$ cat config.mk
export PLATFORM = sky130hd
export DESIGN_NAME = usb_port_status
export DESIGN_NICKNAME = d
export VERILOG_FILES = /design/src/rtl/usb_ps_pkg.sv /design/src/rtl/ps_resume_ctl.sv /design/src/rtl/ps_overcurrent.sv /design/src/rtl/ps_enable_ctl.sv /design/src/rtl/usb_port_status.sv
export SDC_FILE = /design/constraint.sdc
export NUM_CORES = 1
export LEC_CHECK = 0
export BUFFER_PORTS_ARGS = -buffer_cell sky130_fd_sc_hd__buf_2
export CORE_UTILIZATION = 45
export CTS_CLUSTER_SIZE = 14
export DETAILED_ROUTE_END_ITERATION = 7
export GPL_TIMING_DRIVEN = 0
export PLACE_DENSITY = 0.86
export SYNTH_ARGS = -nofsm -noshare
export SYNTH_HDL_FRONTEND = slang
export SYNTH_SLANG_ARGS = --single-unit
$ cat constraint.sdc
create_clock -name clk -period 2.3 [get_ports clk]
set_input_delay 0.46 -clock clk [delete_from_list [all_inputs] [get_ports clk]]
set_output_delay 0.46 -clock clk [all_outputs]
set_load 0.01 [all_outputs]
$ cat src/rtl/usb_ps_pkg.sv
package usb_ps_pkg;
  localparam int unsigned BIT_EN     = 0;
  localparam int unsigned BIT_EN_CHG = 1;
  localparam int unsigned BIT_OC     = 2;
  localparam int unsigned BIT_OC_CHG = 3;
  localparam int unsigned BIT_RESUME = 4;
  localparam int unsigned BIT_SUSP   = 5;
  localparam int unsigned USED_BITS  = 6;

  // write-one-to-clear update, a hardware set dominates
  function automatic logic w1c_next(input logic cur, input logic hw_set, input logic sw_clr);
    return hw_set | (cur & ~sw_clr);
  endfunction

  // watchdog has counted its last cycle
  function automatic logic wd_at_limit(input int unsigned cnt, input int unsigned limit);
    return cnt == limit - 1;
  endfunction
endpackage

$ cat src/rtl/ps_resume_ctl.sv
module ps_resume_ctl #(
  parameter int unsigned IDLE_LIMIT = 250000
) (
  input  logic clk,
  input  logic rst_n,
  input  logic suspended,
  input  logic jk_seen,
  input  logic hs_idle,
  input  logic sw_wr,
  input  logic sw_val,
  output logic resume_o,
  output logic chg_pulse_o,
  output logic late_o
);
  import usb_ps_pkg::*;
  localparam int unsigned CNT_W = (IDLE_LIMIT > 2) ? $clog2(IDLE_LIMIT) : 1;

  logic res_q, pend_q, pcd_q, late_q;
  logic [CNT_W-1:0] cnt_q;

  logic hw_set_w, sw_set_w, sw_clr_w, idle_done_w;
  assign hw_set_w    = jk_seen & suspended & ~res_q;
  assign sw_set_w    = sw_wr & sw_val & suspended & ~res_q & ~hw_set_w;
  assign sw_clr_w    = sw_wr & ~sw_val & res_q & ~pend_q;
  assign idle_done_w = hs_idle & pend_q;

  always_ff @(posedge clk or negedge rst_n) begin
    if (!rst_n) begin
      res_q  <= 1'b0;
      pend_q <= 1'b0;
      pcd_q  <= 1'b0;
    end else begin
      pcd_q <= hw_set_w;
      if (idle_done_w) begin
        res_q  <= 1'b0;
        pend_q <= 1'b0;
      end else begin
        if (hw_set_w | sw_set_w) res_q <= 1'b1;
        if (sw_clr_w) pend_q <= 1'b1;
      end
    end
  end

  always_ff @(posedge clk or negedge rst_n) begin
    if (!rst_n) begin
      cnt_q  <= '0;
      late_q <= 1'b0;
    end else if (!pend_q || idle_done_w) begin
      cnt_q  <= '0;
      late_q <= 1'b0;
    end else if (wd_at_limit(32'(cnt_q), IDLE_LIMIT)) begin
      late_q <= 1'b1;
    end else begin
      cnt_q <= cnt_q + CNT_W'(1);
    end
  end

  assign resume_o    = res_q;
  assign chg_pulse_o = pcd_q;
  assign late_o      = late_q;


  pcd_hw_only_chk: assert property (@(posedge clk) disable iff (!rst_n)
    pcd_q |-> (res_q && !$past(res_q)));

  sw_set_quiet_chk: assert property (@(posedge clk) disable iff (!rst_n)
    sw_set_w |=> !pcd_q);

  clear_at_idle_chk: assert property (@(posedge clk) disable iff (!rst_n)
    $fell(res_q) |-> $past(hs_idle && pend_q));

  late_needs_pend_chk: assert property (@(posedge clk) disable iff (!rst_n)
    $rose(late_q) |-> (pend_q && res_q));
endmodule

$ cat src/rtl/ps_overcurrent.sv
module ps_overcurrent (
  input  logic clk,
  input  logic rst_n,
  input  logic oc_in,
  input  logic chg_clr,
  output logic oc_act_o,
  output logic oc_chg_o
);
  import usb_ps_pkg::*;

  logic act_q, chg_q, edge_w;
  assign edge_w = oc_in ^ act_q;

  always_ff @(posedge clk or negedge rst_n) begin
    if (!rst_n) begin
      act_q <= 1'b0;
      chg_q <= 1'b0;
    end else begin
      act_q <= oc_in;
      chg_q <= w1c_next(chg_q, edge_w, chg_clr);
    end
  end

  assign oc_act_o = act_q;
  assign oc_chg_o = chg_q;


  oc_track_chk: assert property (@(posedge clk) disable iff (!rst_n)
    $past(rst_n) |-> (act_q == $past(oc_in)));

  oc_change_mark_chk: assert property (@(posedge clk) disable iff (!rst_n)
    (act_q != $past(act_q)) |-> chg_q);
endmodule

$ cat src/rtl/ps_enable_ctl.sv
module ps_enable_ctl (
  input  logic clk,
  input  logic rst_n,
  input  logic oc_hold,
  input  logic eof_err,
  input  logic disconnect,
  input  logic link_up,
  input  logic chg_clr,
  output logic en_o,
  output logic en_chg_o
);
  import usb_ps_pkg::*;

  logic en_q, chg_q, err_dis_w;
  assign err_dis_w = eof_err & en_q;

  always_ff @(posedge clk or negedge rst_n) begin
    if (!rst_n) begin
      en_q  <= 1'b0;
      chg_q <= 1'b0;
    end else begin
      if (oc_hold | eof_err | disconnect) en_q <= 1'b0;
      else if (link_up)                  en_q <= 1'b1;
      chg_q <= w1c_next(chg_q, err_dis_w, chg_clr);
    end
  end

  assign en_o     = en_q;
  assign en_chg_o = chg_q;


  en_chg_cause_chk: assert property (@(posedge clk) disable iff (!rst_n)
    $rose(chg_q) |-> $past(eof_err && en_q));

  en_rise_cause_chk: assert property (@(posedge clk) disable iff (!rst_n)
    $rose(en_q) |-> $past(link_up && !oc_hold));
endmodule

$ cat src/rtl/usb_port_status.sv
module usb_port_status #(
  parameter int unsigned DATA_W     = 32,
  parameter int unsigned IDLE_LIMIT = 250000
) (
  input  logic              clk,
  input  logic              rst_n,
  input  logic              reg_wr,
  input  logic [DATA_W-1:0] reg_wdata,
  output logic [DATA_W-1:0] reg_rdata,
  input  logic              port_suspended,
  input  logic              phy_jk_seen,
  input  logic              phy_hs_idle,
  input  logic              phy_eof_err,
  input  logic              phy_disconnect,
  input  logic              link_enable,
  input  logic              oc_detect,
  output logic              resume_req,
  output logic              port_enable,
  output logic              change_pulse,
  output logic              idle_late
);
  import usb_ps_pkg::*;

  logic oc_act_w, oc_chg_w, en_w, en_chg_w, res_w;
  logic oc_clr_w, en_clr_w;

  assign oc_clr_w = reg_wr & reg_wdata[BIT_OC_CHG];
  assign en_clr_w = reg_wr & reg_wdata[BIT_EN_CHG];

  ps_resume_ctl #(.IDLE_LIMIT(IDLE_LIMIT)) resume_i (
    .clk(clk), .rst_n(rst_n), .suspended(port_suspended),
    .jk_seen(phy_jk_seen), .hs_idle(phy_hs_idle),
    .sw_wr(reg_wr), .sw_val(reg_wdata[BIT_RESUME]),
    .resume_o(res_w), .chg_pulse_o(change_pulse), .late_o(idle_late)
  );

  ps_overcurrent oc_i (
    .clk(clk), .rst_n(rst_n), .oc_in(oc_detect), .chg_clr(oc_clr_w),
    .oc_act_o(oc_act_w), .oc_chg_o(oc_chg_w)
  );

  ps_enable_ctl en_i (
    .clk(clk), .rst_n(rst_n), .oc_hold(oc_detect | oc_act_w),
    .eof_err(phy_eof_err), .disconnect(phy_disconnect), .link_up(link_enable),
    .chg_clr(en_clr_w), .en_o(en_w), .en_chg_o(en_chg_w)
  );

  always_comb begin
    reg_rdata             = '0;
    reg_rdata[BIT_EN]     = en_w;
    reg_rdata[BIT_EN_CHG] = en_chg_w;
    reg_rdata[BIT_OC]     = oc_act_w;
    reg_rdata[BIT_OC_CHG] = oc_chg_w;
    reg_rdata[BIT_RESUME] = res_w;
    reg_rdata[BIT_SUSP]   = port_suspended;
  end

  assign resume_req  = res_w;
  assign port_enable = en_w;

  logic unused_wdata;
  assign unused_wdata = ^{reg_wdata[DATA_W-1:USED_BITS], reg_wdata[BIT_SUSP],
                          reg_wdata[BIT_OC], reg_wdata[BIT_EN]};


  oc_disable_chk: assert property (@(posedge clk) disable iff (!rst_n)
    oc_act_w |-> !en_w);

  resume_drive_chk: assert property (@(posedge clk) disable iff (!rst_n)
    resume_req == reg_rdata[BIT_RESUME]);
endmodule

**Word-level counts from Yosys, hierarchy flattened**

Index checks and enable logic that the tools add are counted.

- Word-level logic and storage cells: 56
- Output and inout port bits: 36
- Register bits after elaboration: 26

- Mux-type cells: 10
- Bitwise operators: 28
- Reductions and logical operators: 6
- Eq/ne operators: 2
- Add/subtract/negate cells: 1

Operators with widths:

| operator | number |
|---|---|
| 18-bit two-way mux | 2 |
| 18-bit by 1-bit adder with 18-bit output (second input constant) | 1 |
| 18-bit equality test (second input constant) | 1 |
| 1-bit AND | 15 |
| 1-bit two-way mux | 8 |
| 2-bit nonzero test | 4 |
| 1-bit NOT | 6 |
| 1-bit bitwise OR | 6 |
| 2-bit by 1-bit inequality test with 1-bit output (second input constant) | 1 |
| 1-bit logical NOT | 1 |
| 1-bit logical OR | 1 |
| 1-bit bitwise XOR | 1 |

**Depth between registers and ports, before layout**

Gate-level depths: netlist of the first run.

- Depth after elaboration: 7
- Depth in mapped cells: 5
- Depth with buffers taken out: 5

**Hierarchy**

From an unflattened synthesis of the first run, not the netlist that was laid out.

- Cell total of the unflattened synthesis: 160
- Area, all modules: 1515.2 um2

Modules (own cells, without submodules):

| module | sequential area each (um2) | instances | cells each | area an instance (um2) |
|---|---|---|---|---|
| ps_resume_ctl | 550.5 | 1 | 112 | 1106.1 |
| usb_port_status | 0.0 | 1 | 36 | 262.8 |
| ps_enable_ctl | 50.0 | 1 | 7 | 78.8 |
| ps_overcurrent | 50.0 | 1 | 5 | 67.6 |

**Least setup slack after synthesis of the first run**

No wires, ideal clock.

- Kind: flip-flop to flip-flop
- Start point: register resume_i.cnt_q[9]
- End point: register resume_i.cnt_q[3]
- Data required time: 2.213 ns
- Cell stages (with the launch flop): 5
- Slack: 0.364 ns
- Data arrival time: 1.849 ns
- Path buffers: 0
- Period minus slack after synthesis: 1.936 ns
- Setup time: 0.087 ns
- Cells stage by stage: dfrtp_1 > or4_1 > or4_4 > or2_4 > a211oi_2

- Word-level cells in the longest chain between the ends: 2

Ends and longest elaborated chain:

| element | line | text |
|---|---|---|
| from (decl) | ps_resume_ctl.sv:19 | `logic [CNT_W-1:0] cnt_q;` |
| from (signal assigned) | ps_resume_ctl.sv:54 | `cnt_q <= cnt_q + CNT_W'(1);` |
| 18-bit equality test | usb_ps_pkg.sv:17 | `return cnt == limit - 1;` |
| 2-bit by 1-bit inequality test with 1-bit output (no source line) | n/a |  |

No other way between the ends.
A chain may end at the register's enable or synchronous reset.

**Final worst setup path of the first run**

Ends and elaborated chain as after synthesis.

==> results of run 1 <==
[Yosys cell counts (3+ instances only)]
cell,instances,area [um2]
clkbuf_1,6,22.5
inv_1,4,15.0
nand4_1,4,25.0
nor2_1,13,48.8
xor2_1,9,78.8
buf_4,32,240
o21ai_0,3,15.0
nand3_1,4,20.0
nand2_1,12,45.0
o21ai_1,3,15.0
a21oi_1,4,20.0
and4_1,5,43.8
dfrtp_1,26,651
[worst min-delay path by stage]
stage	to	slack [ns]
CTS	resume_i.cnt_q[8]$_DFFE_PN0P_	0.12
global placement	oc_i.oc_chg_o$_DFF_PN0_	0.46
floorplan	en_i.en_chg_o$_DFF_PN0_	0.16
global route	resume_i.cnt_q[14]$_DFFE_PN0P_	0.12
finish	resume_i.cnt_q[14]$_DFFE_PN0P_	0.11
detailed placement	oc_i.oc_chg_o$_DFF_PN0_	0.47
[worst max-delay path: cells and delay by family, from the launching register on]
kind | cells | cell delay [ns]
AND/OR/NAND/NOR | 3 | 1.31
flip-flops | 1 | 0.45
AO/OA/AOI/OAI | 1 | 0.23
[cell families (layout without fill, tap and decap cells)]
group	after synthesis	after routing	share of synthesized area
multiplexers	1	1	0.00669
buffers and inverters	42	68	0.186
flip-flops	26	26	0.435
other	1	26	0.00251
adder cells (fa/ha/maj)	2	2	0.0167
AO/OA/AOI/OAI	21	21	0.0912
XOR/XNOR	10	10	0.0586
AND/OR/NAND/NOR	54	54	0.203
[metal layers]
layer / global-route usage / share of wire / wire [um]
met5: 0 / 0 / 0
met4: 0.0930 / 0.024 / 64
met3: 0.0131 / 0.026 / 67
met2: 0.260 / 0.52 / 1370
met1: 0.208 / 0.42 / 1110
[area by class of cell]
class,count,area [um2]
fill,315,1310
multi-input combinational,114,661
sequential,26,651
buffer,38,263
timing repair buffer,22,110
tap,44,55.1
clock buffer,4,36.3
inverter,4,15.0
[per-stage QoR]
step | power [mW] | setup slack [ns] | instances
final | 0.859 | 0.225 | 252
after CTS | 0.867 | 0.221 | 252
after global routing | 0.907 | 0.167 | 252
after floorplan | 0.594 | 0.364 | 182
after global placement | 0.636 | 0.298 | 248
after detailed placement | 0.640 | 0.249 | 248
[state kept, by name, summed over array words and instances (netlist names)]
name	count
resume_i.resume_o	1
resume_i.pend_q	1
en_i.en_chg_o	1
resume_i.chg_pulse_o	1
oc_i.oc_chg_o	1
en_i.en_o	1
resume_i.late_o	1
oc_i.oc_act_o	1
resume_i.cnt_q	18
[report_power, final]
part / switching, mW / internal [mW] / leakage (nW)
clock network: 0.131 / 0.0969 / 0.0210
registers: 0.0129 / 0.472 / 0.352
logic: 0.0759 / 0.0706 / 0.535
total: 0.220 / 0.639 / 0.908
==> reports/summary.txt, run 1 <==
Hold Crit Class - primary input to async pin
Post-CTS Hold Fix Bufs - 0
Clock Latency Late Sink - 0.32 ns
Post-DRT Antenna Nets - 0
GR Overflow Total - 0
ant diodes - 0
post-CTS setup buffer count - 0
H-tree levels - 1
Main synth FF type - dfrtp_1
Netlist cell types - 36
Final Cycle Share - 0.902
RSZ-0062 raised after global routing - no
drt initial violations - 19
Syn Std Cell Area - 1500 um2
Total Wirelength - 2610 um
initial antenna violation count - 0
placed cell areas - 1750 um2
crit path DAT - 2.32 ns
Max Slew Vio Count - 0
Cells after Synth - 157
global-route wire length before repair - 4280 um
Worst-Margin Slew - 0.564 ns
Net count, final - 253
Num CTS Buffers - 3
gpl congestion - 0.784
commonest non-fill, non-tap cell in the layout - buf_4
CTS Root Cell - clkbuf_4
Max Cap Viol - 0
Setup Viol. Count Final - 0
crit path to - resume_i.cnt_q[3]$_DFFE_PN0P_
kind of start point of the critical path - flip-flop
vias per cell - 4.63
DR DRC count - 0
FF-to-FF End - resume_i.cnt_q[3]$_DFFE_PN0P_
FF+latch count, synth - 26
Pwr Density - 480 nW/um2
worst r2r path cells - 4
Slew HR - 0.624
largest net degree at the start of global routing - 27
CP max FO - 5
leakage power - 0.908 nW
vias in the first global route - 1,006
R2R Setup Slk - 0.22 ns
run status - completed
Routed WL per cell - 10.4 um
post-route cell area - 1790 um2
total die area - 3560 um2
Worst Setup SP - resume_i.cnt_q[9]$_DFFE_PN0P_
io pins - 78
post-layout minimum cycle time - 2.08 ns
Final Util - 0.577
commonest non-fill, non-tap cells in the layout - 32 x buf_4, 26 x conb_1, 26 x dfrtp_1
final hold slack - 0.108 ns
Die W - 59.6 um
Total GRT Usage - 0.160
DIE HEIGHT - 59.6 um
Rows - 20
setup TNS - 0 ns
reg-to-reg startpoint - resume_i.cnt_q[9]$_DFFE_PN0P_
Worst setup EP type - flip-flop
CTS tree - yes
Achievable Freq - 482 MHz
synth warn - 0
syn_area_per_cell - 9.52 um2
Synth-to-Final Area Change - 19.7%
share of cells above drive strength 1 - 0.293
asr flop ratio synth - 1.00
First-pass DRT Iterations - 4
clock sink total - 26
DP HPWL - 2050 um
IO Port Bufs - 22
core area - 3100 um2
CP max-delay cell - or4_1
Resized Gates After CTS - 0
worst path required time - 2.55 ns
Clock Tree Buf Depth - 2
final hold violation count - 0
Clock Skew - 0.00240 ns
Via Count - 1,168
Worst path max stage delay - 0.53 ns
CP Class - flip-flop to flip-flop
VDD IR max - 0.178 mV
number of enable flip-flop cells after synthesis - 0
Initial Utilization - 0.482
sequential area share after synthesis - 0.435
Clk pin slew, worst setup/hold paths - 0.13 ns
critical path, cell by cell - or4_1, or4_4, or2_4, a211oi_2
No activity file was read; power rests on OpenSTA's default activity.
==> inputs of run 2 (changes only) <==
--- a/config.mk
+++ b/config.mk
@@ -6,6 +6,7 @@
 export NUM_CORES = 1
 export LEC_CHECK = 0
 export BUFFER_PORTS_ARGS = -buffer_cell sky130_fd_sc_hd__buf_2
+export CORE_ASPECT_RATIO = 0.7
 export CORE_UTILIZATION = 45
 export CTS_CLUSTER_SIZE = 14
 export DETAILED_ROUTE_END_ITERATION = 7
==> reports/summary.txt, run 2 (synthesis gave the netlist of run 1 again) <==
Max Cap Viol - 0
drt initial violations - 59
IO Port Bufs - 22
Total Wirelength - 2820 um
post-CTS setup buffer count - 0
gpl congestion - 0.839
max reg flops - 18
Setup Viol. Count Final - 0
Worst-Margin Slew - 0.571 ns
Net count, final - 253
vias per cell - 4.73
final hold violation count - 0
Pwr Density - 492 nW/um2
Post-CTS Hold Fix Bufs - 0
worst path required time - 2.48 ns
Max Slew Vio Count - 0
met1 global-route usage - 0.250
largest net degree at the start of global routing - 27
VDD IR max - 0.336 mV
busiest grt layer - met2
total die area - 3560 um2
met3 Use GR - 0.0502
H-tree levels - 1
Hold Crit Class - primary input to async pin
Routed WL per cell - 11.5 um
CTS Root Cell - clkbuf_8
Reg with most FFs - resume_i.cnt_q
kind of start point of the critical path - flip-flop
commonest non-fill, non-tap cell in the layout - buf_4
Initial Utilization - 0.475
Total GRT Usage - 0.172
setup TNS - 0 ns
Power Total - 880 uW
Via Count - 1,160
Final Cycle Share - 0.898
Clock Skew - 0.00257 ns
vias in the first global route - 1,004
Post-DRT Antenna Nets - 0
Rows - 17
io pins - 78
CTS tree - yes
share of cells above drive strength 1 - 0.290
Slew HR - 0.619
leakage power - 0.908 nW
commonest non-fill, non-tap cells in the layout - 32 x buf_4, 26 x conb_1, 26 x dfrtp_1
Clk pin slew, worst setup/hold paths - 0.08 ns
Synth-to-Final Area Change - 19.6%
DIE HEIGHT - 50.2 um
First-pass DRT Iterations - 6
Clock Tree Buf Depth - 2
RSZ-0062 raised after global routing - no
Resized Gates After CTS - 0
global-route wire length before repair - 4710 um
M2 GR Usage - 0.264
Achievable Freq - 484 MHz
Num CTS Buffers - 3
crit path DAT - 2.25 ns
Die W - 70.9 um
core area - 3150 um2
run status - completed
DR DRC count - 0
GR Overflow Total - 0
ant diodes - 0
clock sink total - 26
Clock Latency Late Sink - 0.26 ns
CP max FO - 5
CP Class - flip-flop to flip-flop
post-layout minimum cycle time - 2.07 ns
DP HPWL - 2200 um
Worst setup EP type - flip-flop
initial antenna violation count - 0
run 2: cell types whose count changed in the layout (fill, tap and decap cells not counted), sizes merged:
cell	delta
clkbuf	-1
run 2: final timing paths:
kind / to / slack, ns / start / cells after the start
worst max-delay path: resume_i.cnt_q[3]$_DFFE_PN0P_ / 0.23 / resume_i.cnt_q[9]$_DFFE_PN0P_ / 4
worst min-delay path: resume_i.cnt_q[4]$_DFFE_PN0P_ / 0.18 / rst_n / 1
worst max register to register: resume_i.cnt_q[3]$_DFFE_PN0P_ / 0.23 / resume_i.cnt_q[9]$_DFFE_PN0P_ / 4
worst min register to register: oc_i.oc_chg_o$_DFF_PN0_ / 0.49 / oc_i.oc_chg_o$_DFF_PN0_ / 1
max in group asynchronous: resume_i.chg_pulse_o$_DFF_PN0_ / 1.74 / rst_n / 1
min in group clk: oc_i.oc_act_o$_DFF_PN0_ / 0.32 / oc_detect / 1
run 2: power by group:
part           internal [mW]  switching, mW  leakage [nW]
combinational         0.0706         0.0790         0.535
clock                  0.117          0.129        0.0216
sequential             0.471         0.0126         0.352
total                  0.659          0.221         0.908
run 2: routing by layer:
metal | routed length, um | share of wire | up-vias
met5 | 0 | 0 | -
met4 | 7 | 0.0025 | 0
met3 | 138 | 0.049 | 2
met2 | 1320 | 0.47 | 26
met1 | 1360 | 0.48 | 553
li1 | - | - | 579
run 2: final cells by class:
| type | count | area (um2) |
|---|---|---|
| fill | 282 | 1360 |
| multi-input combinational | 114 | 661 |
| clock buffer | 3 | 41.3 |
| inverter | 4 | 15.0 |
| timing repair buffer | 22 | 110 |
| tap | 38 | 47.5 |
| sequential | 26 | 651 |
| buffer | 38 | 263 |
run 2: through the flow:
stage | cells | hold slack (ns) | util | worst slack [ns] | area, um2
3_5_place_dp | 242 | 0.477 | 0.555 | 0.242 | 1750
6_report | 245 | 0.182 | 0.568 | 0.234 | 1790
3_3_place_gp | 242 | 0.461 | 0.555 | 0.256 | 1750
4_1_cts | 245 | 0.208 | 0.568 | 0.228 | 1790
2_1_floorplan | 182 | 0.164 | - | 0.364 | 1590
5_1_grt | 245 | 0.229 | 0.568 | 0.162 | 1790
run 2: critical path, cell delays in order (launching register included):
cell and delay, ns:
dfrtp_1 0.44, or4_1 0.53, or4_4 0.53, or2_4 0.28, a211oi_2 0.22
==> inputs of run 3 (changes only) <==
--- a/config.mk
+++ b/config.mk
@@ -5,6 +5,7 @@
 export SDC_FILE = /design/constraint.sdc
 export NUM_CORES = 1
 export LEC_CHECK = 0
+export ABC_CLOCK_PERIOD_IN_PS = 2090
 export BUFFER_PORTS_ARGS = -buffer_cell sky130_fd_sc_hd__buf_2
 export CORE_ASPECT_RATIO = 0.7
 export CORE_UTILIZATION = 45
==> constraint.sdc (replaced) <==
create_clock -name clk -period 2.09 [get_ports clk]
set_input_delay 0.418 -clock clk [delete_from_list [all_inputs] [get_ports clk]]
set_output_delay 0.418 -clock clk [all_outputs]
set_load 0.01 [all_outputs]
==> reports/summary.txt, run 3 (synthesis gave the netlist of run 1 again) <==
run status - completed
First-pass DRT Iterations - 6
vias per cell - 4.75
Total GRT Usage - 0.172
IO Port Bufs - 22
Sw Share - 0.249
Psw - 241 uW
CTS tree - yes
Final Util - 0.570
largest net degree at the start of global routing - 27
CP max FO - 5
Clk pin slew, worst setup/hold paths - 0.08 ns
Synth-to-Final Area Change - 20.1%
ant diodes - 0
Worst setup EP type - flip-flop
Clock Tree Buf Depth - 2
initial antenna violation count - 0
Post-DRT Antenna Nets - 0
vias in the first global route - 1,004
Hold Crit Class - primary input to async pin
commonest non-fill, non-tap cell in the layout - buf_4
RSZ-0062 raised after global routing - no
share of cells above drive strength 1 - 0.293
Net count, final - 254
VDD IR max - 0.363 mV
worst path required time - 2.27 ns
CTS Root Cell - clkbuf_8
Total Wirelength - 2850 um
kind of start point of the critical path - flip-flop
post-layout minimum cycle time - 2.01 ns
drt initial violations - 69
max reg flops - 18
final hold violation count - 0
Comb pwr share - 0.171
gpl congestion - 0.839
Rows - 17
P_int - 725 uW
crit path DAT - 2.19 ns
Die W - 70.9 um
Num CTS Buffers - 3
setup TNS - 0 ns
Achievable Freq - 498 MHz
Max Cap Viol - 0
Worst-Margin Slew - 0.577 ns
Max Slew Vio Count - 0
critical path, cell by cell - or4_1, or4_4, or2_4, a211oi_2
clock sink total - 26
Via Count - 1,168
Clock Latency Late Sink - 0.26 ns
leakage power - 0.914 nW
CP max-delay cell - or4_4
H-tree levels - 1
sequential share of power - 0.551
Final Cycle Share - 0.961
Post-CTS Hold Fix Bufs - 0
Initial Utilization - 0.475
Routed WL per cell - 11.6 um
GR Overflow Total - 0
Pwr Density - 538 nW/um2
commonest non-fill, non-tap cells in the layout - 33 x buf_4, 26 x conb_1, 26 x dfrtp_1
# fillers - 280
Setup Viol. Count Final - 0
DR DRC count - 0
Clock Skew - 0.00419 ns
core area - 3150 um2
Reg with most FFs - resume_i.cnt_q
DP HPWL - 2200 um
global-route wire length before repair - 4710 um
CP Class - flip-flop to flip-flop
DIE HEIGHT - 50.2 um
Worst path max stage delay - 0.53 ns
io pins - 78
Slew HR - 0.615
clock group share of total power - 0.278
total die area - 3560 um2
==> run 3: changes by cell type in the layout (fill, tap and decap cells not counted) <==
cell / before / now
buf_4: 32 / 33
==> run 3: worst paths after layout <==
kind,start,endpoint,slack (ns),cells after the start
max in group asynchronous,rst_n,resume_i.chg_pulse_o$_DFF_PN0_,1.57,1
min,rst_n,resume_i.cnt_q[4]$_DFFE_PN0P_,0.14,1
min reg2reg,resume_i.pend_q$_DFFE_PN0P_,resume_i.resume_o$_DFFE_PN0P_,0.49,1
max reg2reg,resume_i.cnt_q[9]$_DFFE_PN0P_,resume_i.cnt_q[3]$_DFFE_PN0P_,0.08,4
min in group clk,oc_detect,oc_i.oc_act_o$_DFF_PN0_,0.28,1
max,resume_i.cnt_q[9]$_DFFE_PN0P_,resume_i.cnt_q[3]$_DFFE_PN0P_,0.08,4
==> run 3: timing repair <==
item,CTS,global route
endpoints found under the hold margin,0,0
gates resized for setup,0,0
setup endpoints to repair,0,1
buffers inserted,0,1
==> run 3: final cells by class <==
class                      count  area [um2]  share of cell area
timing repair buffer          23         118              0.0655
buffer                        38         263               0.146
inverter                       4        15.0             0.00836
multi-input combinational    114         661               0.368
sequential                    26         651               0.362
clock buffer                   3        41.3              0.0230
tap                           38        47.5              0.0265
==> run 3: power groups by stage <==
stage,registers [mW],clock network [mW],logic [mW]
final,0.532,0.269,0.165
after global placement,0.542,0,0.161
after detailed placement,0.543,0,0.163
after floorplan,0.544,0,0.109
after CTS,0.533,0.280,0.164
after global routing,0.535,0.298,0.183
==> run 3: metrics by stage <==
stage / setup WS [ns] / hold WS, ns / power (mW) / instances / area, um2
after global routing: 0.0157 / 0.187 / 1.02 / 246 / 1800
after detailed placement: 0.0325 / 0.451 / 0.706 / 242 / 1750
final: 0.0824 / 0.142 / 0.966 / 246 / 1800
after global placement: 0.0464 / 0.453 / 0.703 / 242 / 1750
after CTS: 0.0177 / 0.166 / 0.976 / 245 / 1790
after floorplan: 0.154 / 0.122 / 0.653 / 182 / 1590
==> run 3: worst max-delay path: cells and delay by family, from the launching register on <==
| family | cells | cell delay, ns |
|---|---|---|
| AND/OR/NAND/NOR | 3 | 1.33 |
| flip-flops | 1 | 0.42 |
| AO/OA/AOI/OAI | 1 | 0.18 |
==> run 3: metal layers <==
| metal | share of wire | global-route usage | wire length (um) |
|---|---|---|---|
| met3 | 0.048 | 0.0502 | 138 |
| met4 | 0.0025 | 0.0133 | 7 |
| met1 | 0.49 | 0.250 | 1390 |
| met2 | 0.46 | 0.264 | 1310 |
| met5 | 0 | 0 | 0 |
